File: config.mk
export PLATFORM = sky130hd
export DESIGN_NAME = epp_gate_ctrl
export DESIGN_NICKNAME = d
export VERILOG_FILES = /design/src/rtl/epp_gate_pkg.sv /design/src/rtl/epp_gate.sv /design/src/rtl/epp_byte_xfer.sv /design/src/rtl/epp_gate_ctrl.sv
export SDC_FILE = /design/constraint.sdc
export NUM_CORES = 1
export LEC_CHECK = 0
export BUFFER_PORTS_ARGS = -buffer_cell sky130_fd_sc_hd__buf_2
export CAP_MARGIN = 25
export CELL_PAD_IN_SITES_DETAIL_PLACEMENT = 1
export CELL_PAD_IN_SITES_GLOBAL_PLACEMENT = 1
export CORE_MARGIN = 2
export CORE_UTILIZATION = 42
export DETAILED_ROUTE_END_ITERATION = 6
export PLACE_DENSITY_LB_ADDON = 0.05
export SETUP_SLACK_MARGIN = 0.5
export SLEW_MARGIN = 20
export SYNTH_ARGS = -nofsm -noshare
export SYNTH_HDL_FRONTEND = slang
export SYNTH_SLANG_ARGS = --single-unit
File: constraint.sdc
create_clock -name clk -period 2.66 [get_ports clk]
set_clock_uncertainty 0.15 [all_clocks]
set_input_delay 0.532 -clock clk [delete_from_list [all_inputs] [get_ports clk]]
set_output_delay 0.532 -clock clk [all_outputs]
set_load 0.01 [all_outputs]
File: src/rtl/epp_gate_pkg.sv
package epp_gate_pkg;
    localparam logic [7:0] CTRL_GATE_MASK = 8'h2F;
    localparam logic [7:0] WR_GATE_VAL    = 8'h04;
    localparam logic [7:0] RD_GATE_VAL    = 8'h24;
    localparam logic [7:0] CTRL_FIXED     = 8'hC0;
    localparam logic [7:0] CTRL_RST       = 8'hCC;
    localparam logic [7:0] DATA_RST       = 8'hFF;
    localparam int         DIR_BIT        = 5;

    localparam logic [2:0] OFS_DATA  = 3'd0;
    localparam logic [2:0] OFS_STAT  = 3'd1;
    localparam logic [2:0] OFS_CTRL  = 3'd2;
    localparam logic [2:0] OFS_EADDR = 3'd3;
    localparam logic [2:0] OFS_EDATA = 3'd4;

    typedef enum logic [1:0] {
        OP_WADDR = 2'd0,
        OP_WDATA = 2'd1,
        OP_RADDR = 2'd2,
        OP_RDATA = 2'd3
    } pp_op_e;

    typedef enum logic [1:0] {
        EV_DATA = 2'd0,
        EV_CTRL = 2'd1,
        EV_DIR  = 2'd2
    } ev_kind_e;

    typedef enum logic [1:0] {
        ST_IDLE = 2'd0,
        ST_CTRL = 2'd1,
        ST_XFER = 2'd2
    } st_e;
endpackage

File: src/rtl/epp_gate.sv
module epp_gate
    import epp_gate_pkg::*;
(
    input  logic [7:0] ctrl,
    input  logic       rd,
    output logic       pass
);
    // Exact match of the masked control bits, different pattern per direction
    always_comb begin
        pass = ((ctrl & CTRL_GATE_MASK) == (rd ? RD_GATE_VAL : WR_GATE_VAL));
    end
endmodule

File: src/rtl/epp_byte_xfer.sv
module epp_byte_xfer #(
    parameter int TMO_W = 8
) (
    input  logic             clk,
    input  logic             rst_n,
    input  logic             launch,
    input  logic [TMO_W-1:0] limit,
    input  logic             ack,
    input  logic [7:0]       rdata,
    output logic             req,
    output logic             fin,
    output logic             ok,
    output logic [7:0]       rbyte
);
    localparam int CW = TMO_W + 1;

    typedef struct packed {
        logic             busy;
        logic [TMO_W-1:0] cnt;
        logic             fin;
        logic             ok;
        logic [7:0]       rbyte;
    } eng_t;

    eng_t q, d;

    always_comb begin
        d     = q;
        d.fin = 1'b0;
        if (!q.busy) begin
            if (launch) begin
                d.busy = 1'b1;
                d.cnt  = '0;
            end
        end else if (ack) begin
            d.busy  = 1'b0;
            d.fin   = 1'b1;
            d.ok    = 1'b1;
            d.rbyte = rdata;
        end else if (({1'b0, q.cnt} + CW'(1)) >= {1'b0, limit}) begin
            d.busy = 1'b0;
            d.fin  = 1'b1;
            d.ok   = 1'b0;
        end else begin
            d.cnt = q.cnt + 1'b1;
        end
    end

    always_ff @(posedge clk or negedge rst_n) begin
        if (!rst_n) begin
            q <= '0;
        end else begin
            q <= d;
        end
    end

    assign req   = q.busy;
    assign fin   = q.fin;
    assign ok    = q.ok;
    assign rbyte = q.rbyte;
endmodule

File: src/rtl/epp_gate_ctrl.sv
module epp_gate_ctrl
    import epp_gate_pkg::*;
#(
    parameter int BUS_BYTES = 4,
    parameter int TMO_W     = 8,
    localparam int BUS_W    = 8 * BUS_BYTES,
    localparam int IDX_W    = (BUS_BYTES > 1) ? $clog2(BUS_BYTES) : 1
) (
    input  logic             clk,
    input  logic             rst_n,
    input  logic [TMO_W-1:0] tmo_limit,
    input  logic             acc_req,
    input  logic             acc_write,
    input  logic             acc_win,
    input  logic [2:0]       acc_addr,
    input  logic [1:0]       acc_size,
    input  logic [BUS_W-1:0] acc_wdata,
    output logic             acc_wait,
    output logic             acc_done,
    output logic [BUS_W-1:0] acc_rdata,
    input  logic [7:0]       pin_status,
    output logic             pp_req,
    output logic [1:0]       pp_op,
    output logic [7:0]       pp_wbyte,
    input  logic             pp_ack,
    input  logic [7:0]       pp_rdata,
    output logic             ev_valid,
    output logic [1:0]       ev_kind,
    output logic [7:0]       ev_byte
);
    typedef struct packed {
        st_e              st;
        logic [7:0]       ctrl;
        logic [7:0]       data;
        logic [7:0]       pend;
        logic             tmo;
        logic             done;
        logic [BUS_W-1:0] rdata;
        logic [BUS_W-1:0] rbuf;
        logic [BUS_W-1:0] wbuf;
        logic [IDX_W-1:0] idx;
        logic [IDX_W-1:0] last;
        logic             rd;
        pp_op_e           op;
        logic             launch;
        logic             ev_valid;
        ev_kind_e         ev_kind;
        logic [7:0]       ev_byte;
    } top_t;

    localparam top_t RST_VAL = '{
        st: ST_IDLE, ctrl: CTRL_RST, data: DATA_RST, pend: 8'h00, tmo: 1'b0,
        done: 1'b0, rdata: '0, rbuf: '1, wbuf: '0, idx: '0, last: '0,
        rd: 1'b0, op: OP_WADDR, launch: 1'b0, ev_valid: 1'b0,
        ev_kind: EV_DATA, ev_byte: 8'h00
    };

    top_t q, d;

    logic       gate_pass;
    logic       eng_req, eng_fin, eng_ok;
    logic [7:0] eng_rbyte;
    logic [7:0] ctrl_reg;
    logic       tmo_flag;

    function automatic logic [IDX_W-1:0] last_of(input logic [1:0] sz);
        int n;
        n = 1 << sz;
        if (n > BUS_BYTES) n = BUS_BYTES;
        return IDX_W'(n - 1);
    endfunction

    function automatic logic [BUS_W-1:0] lane_ones(input logic [IDX_W-1:0] lst);
        logic [BUS_W-1:0] m;
        m = '0;
        for (int i = 0; i < BUS_BYTES; i++) begin
            if (i <= int'(lst)) m[8*i +: 8] = 8'hFF;
        end
        return m;
    endfunction

    epp_gate u_gate (
        .ctrl (q.ctrl),
        .rd   (~acc_write),
        .pass (gate_pass)
    );

    epp_byte_xfer #(.TMO_W(TMO_W)) u_xfer (
        .clk    (clk),
        .rst_n  (rst_n),
        .launch (q.launch),
        .limit  (tmo_limit),
        .ack    (pp_ack),
        .rdata  (pp_rdata),
        .req    (eng_req),
        .fin    (eng_fin),
        .ok     (eng_ok),
        .rbyte  (eng_rbyte)
    );

    always_comb begin
        logic [7:0]       wb;
        logic [7:0]       nv;
        logic [7:0]       stat;
        logic [IDX_W-1:0] lst;
        logic             is_data;
        logic [BUS_W-1:0] nb;

        d          = q;
        d.done     = 1'b0;
        d.launch   = 1'b0;
        d.ev_valid = 1'b0;
        wb         = acc_wdata[7:0];
        nv         = wb | CTRL_FIXED;
        stat       = pin_status;
        stat[0]    = q.tmo;
        is_data    = (acc_addr == OFS_EDATA);
        lst        = is_data ? last_of(acc_size) : '0;
        nb         = q.rbuf;

        case (q.st)
            ST_IDLE: begin
                if (acc_req) begin
                    d.done  = 1'b1;
                    d.rdata = '0;
                    if (acc_win) begin
                        if (!acc_write) d.rdata = BUS_W'(8'hFF);
                    end else begin
                        case (acc_addr)
                            OFS_DATA: begin
                                if (acc_write) begin
                                    if (wb != q.data) begin
                                        d.data     = wb;
                                        d.ev_valid = 1'b1;
                                        d.ev_kind  = EV_DATA;
                                        d.ev_byte  = wb;
                                    end
                                end else begin
                                    d.rdata = BUS_W'(q.data);
                                end
                            end
                            OFS_STAT: begin
                                if (acc_write) begin
                                    if (wb[0]) d.tmo = 1'b0;
                                end else begin
                                    d.rdata = BUS_W'(stat);
                                end
                            end
                            OFS_CTRL: begin
                                if (acc_write) begin
                                    if (nv != q.ctrl) begin
                                        d.ev_valid = 1'b1;
                                        if (nv[DIR_BIT] != q.ctrl[DIR_BIT]) begin
                                            d.ev_kind = EV_DIR;
                                            d.ev_byte = {7'b0, nv[DIR_BIT]};
                                            d.pend    = nv;
                                            d.st      = ST_CTRL;
                                            d.done    = 1'b0;
                                        end else begin
                                            d.ctrl    = nv;
                                            d.ev_kind = EV_CTRL;
                                            d.ev_byte = nv;
                                        end
                                    end
                                end else begin
                                    d.rdata = BUS_W'(q.ctrl);
                                end
                            end
                            OFS_EADDR, OFS_EDATA: begin
                                if (gate_pass) begin
                                    d.st     = ST_XFER;
                                    d.done   = 1'b0;
                                    d.launch = 1'b1;
                                    d.idx    = '0;
                                    d.last   = lst;
                                    d.rd     = ~acc_write;
                                    d.wbuf   = acc_wdata;
                                    d.rbuf   = '1;
                                    d.op     = acc_write ? (is_data ? OP_WDATA : OP_WADDR)
                                                         : (is_data ? OP_RDATA : OP_RADDR);
                                end else if (!acc_write) begin
                                    d.rdata = lane_ones(lst);
                                end
                            end
                            default: begin
                                if (!acc_write) d.rdata = BUS_W'(8'hFF);
                            end
                        endcase
                    end
                end
            end
            ST_CTRL: begin
                d.ctrl     = q.pend;
                d.ev_valid = 1'b1;
                d.ev_kind  = EV_CTRL;
                d.ev_byte  = q.pend;
                d.done     = 1'b1;
                d.st       = ST_IDLE;
            end
            ST_XFER: begin
                if (eng_fin) begin
                    if (eng_ok) begin
                        nb[{q.idx, 3'b000} +: 8] = eng_rbyte;
                        d.rbuf = nb;
                    end else begin
                        d.tmo = 1'b1;
                    end
                    if (eng_ok && (q.idx != q.last)) begin
                        d.idx    = q.idx + 1'b1;
                        d.launch = 1'b1;
                    end else begin
                        d.st    = ST_IDLE;
                        d.done  = 1'b1;
                        d.rdata = q.rd ? (nb & lane_ones(q.last)) : '0;
                    end
                end
            end
            default: d.st = ST_IDLE;
        endcase
    end

    always_ff @(posedge clk or negedge rst_n) begin
        if (!rst_n) begin
            q <= RST_VAL;
        end else begin
            q <= d;
        end
    end

    assign acc_wait  = (q.st != ST_IDLE);
    assign acc_done  = q.done;
    assign acc_rdata = q.rdata;
    assign pp_req    = eng_req;
    assign pp_op     = q.op;
    assign pp_wbyte  = q.wbuf[{q.idx, 3'b000} +: 8];
    assign ev_valid  = q.ev_valid;
    assign ev_kind   = q.ev_kind;
    assign ev_byte   = q.ev_byte;
    assign ctrl_reg  = q.ctrl;
    assign tmo_flag  = q.tmo;
endmodule

# Word-level counts from Yosys, hierarchy flattened

Cells that the tools add are included.

Input port bits: 67
Output and inout bits: 56
Register bits: 161

Bitwise logic cells: 3
Mux-type cells: 97
$lt $le $gt $ge: 8
Shift operators: 4
Reduce and logical (&&, ||, !) cells: 22
Equal/unequal tests: 35
Add/subtract/negate cells: 5

Operators by type and width:

| cell                     | count |
|---|---|
| $mux W8                  | 34 |
| $mux W32                 | 7 |
| $mux W72                 | 2 |
| $mux W143                | 1 |
| $pmux W32 S4             | 1 |
| $pmux W64 S2             | 1 |
| $mux W83                 | 1 |
| $mux W66                 | 1 |
| $mux W11                 | 4 |
| $pmux W11 S2             | 2 |
| $mux W10                 | 4 |
| $mux W33                 | 1 |
| $and A32 B32 Y32         | 1 |
| $bwmux W32               | 1 |
| $gt A32 B4 Y1 const B    | 1 |
| $shift A8 B7 Y32 const A | 1 |
| $shiftx A32 B6 Y8        | 1 |
| $shiftx A8 B7 Y32        | 1 |
| $shl A1 B2 Y32 const A   | 1 |
| $mux W28                 | 1 |
| $ne A2 B2 Y1 const B     | 12 |
| $mux W2                  | 11 |
| $reduce_and A7 Y1        | 3 |
| $mux W9                  | 2 |
| other kinds (39)         | 79 |

# Logic depth before layout (Yosys ltp)

Depth in word-level cells: 13
Mapped depth: 11
Gate-level depth less buffers: 10

# Cells and area by module

Synthesis repeated with hierarchy kept, for this count alone.

Cells, all modules: 801
Area total of the unflattened synthesis: 8670.8 um^2

By module, submodules not included:

| module        | cells an instance | seq. area each (um^2) | area an instance (um^2) | times used |
|---|---|---|---|---|
| epp_gate_ctrl | 663               | 3557.2                | 7292.0                  | 1 |
| epp_byte_xfer | 135               | 475.5                 | 1343.8                  | 1 |
| epp_gate      | 3                 | 0.0                   | 35.0                    | 1 |

# Worst setup path before layout

No wires, ideal clock.

Path type: register to register
Start point: reg u_xfer.q[10] in the netlist's numbering
End point: reg u_xfer.q[12] in the netlist's numbering
Path slack: -29 ps
Data arrival time: 2415 ps
Stages on the path, launching flop included: 12
Period minus slack after synthesis: 2689 ps
Data required time: 2385 ps
Path through: dfrtp_1 ha_1 and3_1 nand2_1 xnor2_1 ha_1 a41oi_1 o21ai_0 a21oi_1 o211a_1 buf_2 mux2_2

Cells in the longest elaborated chain, start to end: 4
Elaborated cells between the ends (all ways): 8
Those cells by class: add/sub: 2; order compare: 1; eq/ne: 1; mux: 3; reduce/logical: 1

RTL lines:

| what                                                                 | line                                     | source |
|---|---|---|
| start, declared                                                      | epp_byte_xfer.sv:25                      | `eng_t q, d;` |
| start signal, assigned                                               | epp_byte_xfer.sv:51                      | `q <= '0;` |
| start signal, assigned                                               | epp_byte_xfer.sv:53                      | `q <= d;` |
| $add A8 B1 Y9 / $add A8 B1 Y8 (equally long branches)                | epp_byte_xfer.sv:40, epp_byte_xfer.sv:45 |  |
| $ge A9 B8 Y1 / $mux W8 (equally long branches)                       | epp_byte_xfer.sv:40                      | `end else if (({1'b0, q.cnt} + CW'(1)) >= {1'b0, limit}) begin` |
| $ne A2 B2 Y1 (no source line) / $mux W8 (equally long branches)      | n/a                                      |  |
| $reduce_and A3 Y1 (no source line) / $mux W9 (equally long branches) | n/a                                      |  |

Several ways; a longest one is shown, not always the timed one. The select of a mux whose other input is x is not followed.
A chain may end at the register's enable or synchronous reset.

==> results.yml <==
final_layout:
  fillers: 2129
  drive_gt1_frac: 0.482
  antenna_cells: 0
  max_flop_register: "q"
  postLayoutCoreUtil: 0.548
  nNetsFinal: 994
  multi_input_area_um2: 4480
  syn_to_final_growth_pct: 27.9
  register_area_um2: 4040
  largest_reg_flops: 87
logic_synthesis:
  synth_ff_type: "dfrtp_1"
  synth_seq_cells: 159
  synth_edf_count: 0
  ys_top_cells_by_count: "dfrtp_1 (116), nor2_1 (68), buf_4 (49), dfstp_2 (43), nand2_1 (43)"
  syn-num-nets: 850
  synth_top_area_share: 0.335
  syn_avg_cell_area_um2: 11.3
  ys_seq_area_frac: 0.465
  yosysTopAreaCell: "dfrtp_1"
  yosys-top-cells-area: "dfrtp_1 (34%), dfstp_2 (13%), mux2_4 (6.2%)"
  async_flop_share: 1.00
  ys_warn_count: 0
  netlist_instances: 767
  syn_area_um2: 8660
  synth_most_common_cell: "dfrtp_1"
  ys_types: 78
setup_path:
  cp_max_fo: 8
  cp.arrival_ps: 2820
  critPathRequiredTime_ps: 2820
  worstSetupEndpointType: "flip-flop"
  critPathMaxStageDelay_ps: 390
  crit_chain: "ha_2 > and3_4 > nand2_4 > xnor2_4 > ha_4 > a41oi_2 > o21ai_1 > a21oi_2 > o211a_4 > buf_4 > or2_2"
  critPathKind: "reg2reg"
  slowest_stage: "dfrtp_1"
  start_kind: "flip-flop"
die:
  start_util: 0.428
  die_w_um: 148
  die_h_um: 148
  core_area_um2: 20200
  top_level_ports: 123
  fp.dieArea_um2: 21800
  rows: 52
clock_tree:
  clk_latency_ps: 430
  clockBufferDepth: 2
  cts_made_buffers: 17
  cts_root_buf: "clkbuf_16"
  tritoncts: "done"
  htree_num_levels: 4
  cts_sinks: 159
  path_clk_slew_ps: 70
grt:
  grtUsageTotal: 0.238
  grt_max_degree: 54
  grt_pass1_wl_um: 40200
  grt_pass1_vias: 7121
  overflow: 0
  antenna_found_initial: 0
sta:
  final-hold-violation-count: 0
  worstMarginPinSlew_ps: 565
  relSlewSlack: 0.622
  setup_viol: 0
  slew_violations: 0
  fin_ws_ps: 2.08
  rsz0062_at_grt: "true"
  finalCriticalPeriod_ps: 2660
  fmax_mhz: 376
  fin_crit_sh: 0.999
route:
  drtIter0Drc: 321
  wl_um: 26300
  avgRoutedWirePerCell_um: 22.0
  first_pass_iters: 4
  ant_nets: 0
  drc_errors: 0
  vias: 6665
  vias_per_cell: 5.58
job:
  drv_cap: 0
placed_design:
  gp_congestion: 0.868
  post-dp-hpwl_um: 17500
  port_buffers: 121
  post-place-ws_ps: -238
power:
  power.total_mw: 7.54
  power_density_nw_per_um2: 680
  p_leak_nw: 5.28
  ir_drop_v: 0.000449
run_status:
  status: "finished, final reports clean"
hold_path:
  hold_class: "in2reg"
## path summary, 6_finish.rpt
kind	slack [ps]	start	to	cells after the start
setup / recovery	2	u_xfer.q[11]	u_xfer.req	11
setup reg to reg	2	u_xfer.q[11]	u_xfer.req	11
max in group asynchronous	1100	rst_n	ctrl_reg[2]	3
hold reg to reg	330	ev_kind[0]	ev_kind[0]	1
min in group asynchronous	470	rst_n	acc_rdata[10]	2
hold / removal	180	acc_wdata[18]	q[37]	2
## layer usage
layer,vias to the layer above,part of all wire,global-route usage,routed length [um]
li1,3050,-,-,-
met1,3434,0.43,0.301,11200
met2,152,0.52,0.416,13600
met3,29,0.036,0.0438,934
met4,0,0.018,0.0736,482
met5,-,0,0,0
## cells in the final DEF (no fill, tap or decap), types with 21 or more instances in the layout
master,netlist,routed
o22a_1,25,25
mux2_4,36,50
buf_4,49,58
a22oi_1,38,29
dfrtp_1,116,113
dfstp_2,43,43
clkbuf_16,0,22
nand2_1,43,39
nor2_1,68,66
buf_2,19,112
a21oi_1,40,38
mux2_2,35,21
## worst max-delay path: cells and delay by family (launching register included)
kind	cells	cell delay, ps
AOI/OAI and AO/OA	4	630
and+or+nand+nor	3	570
adders and majority gates	2	490
DFF	1	390
buffers and inverters	1	160
xor gates and xnor gates	1	140
## cell families after synthesis
logic type	after synthesis	share of synthesized area
simple gates	192	0.118
compound gates	186	0.156
flops	159	0.465
buf+inv	106	0.0791
mux	87	0.138
xor+xnor	21	0.0212
fa+ha+maj	16	0.0231
## cell type report
type                    instances  share of cell area
clock buffers                  21              0.0407
repair buffers                206               0.141
flip-flops and latches        159               0.364
multi-input cells             503               0.404
clock inverters                11             0.00982
inverters                      24             0.00892
well taps                     270              0.0305
## power breakdown
group | total [mW] | switching, mW | leakage (nW) | internal [mW]
Sequential | 3.08 | 0.309 | 1.95 | 2.77
Clock | 2.36 | 1.04 | 0.260 | 1.32
Combinational | 2.10 | 1.03 | 3.07 | 1.07
Total | 7.54 | 2.38 | 5.28 | 5.16
## through the flow
| stage | setup TNS [ps] | hold WS (ps) | cell area [um^2] | instances |
|---|---|---|---|---|
| CTS | 0 | 162 | 10500 | 1169 |
| global route | -659 | 170 | 11100 | 1194 |
| detailed placement | -1700 | 321 | 9440 | 1114 |
| floorplan | 0 | 86.4 | 8770 | 767 |
| global placement | -402 | 306 | 9440 | 1114 |
| finish | 0 | 178 | 11100 | 1194 |
## timing repair
item                                    4_1_cts  5_1_grt
resized for setup                            48       75
endpoints found under the setup margin      140      136
buffers inserted                             19       18
hold endpoints to repair                     36        0
pin swaps                                    29       40
cloned                                        3        7
hold buffers                                  1        0
Note: power is estimated with default switching activity, not from simulation.
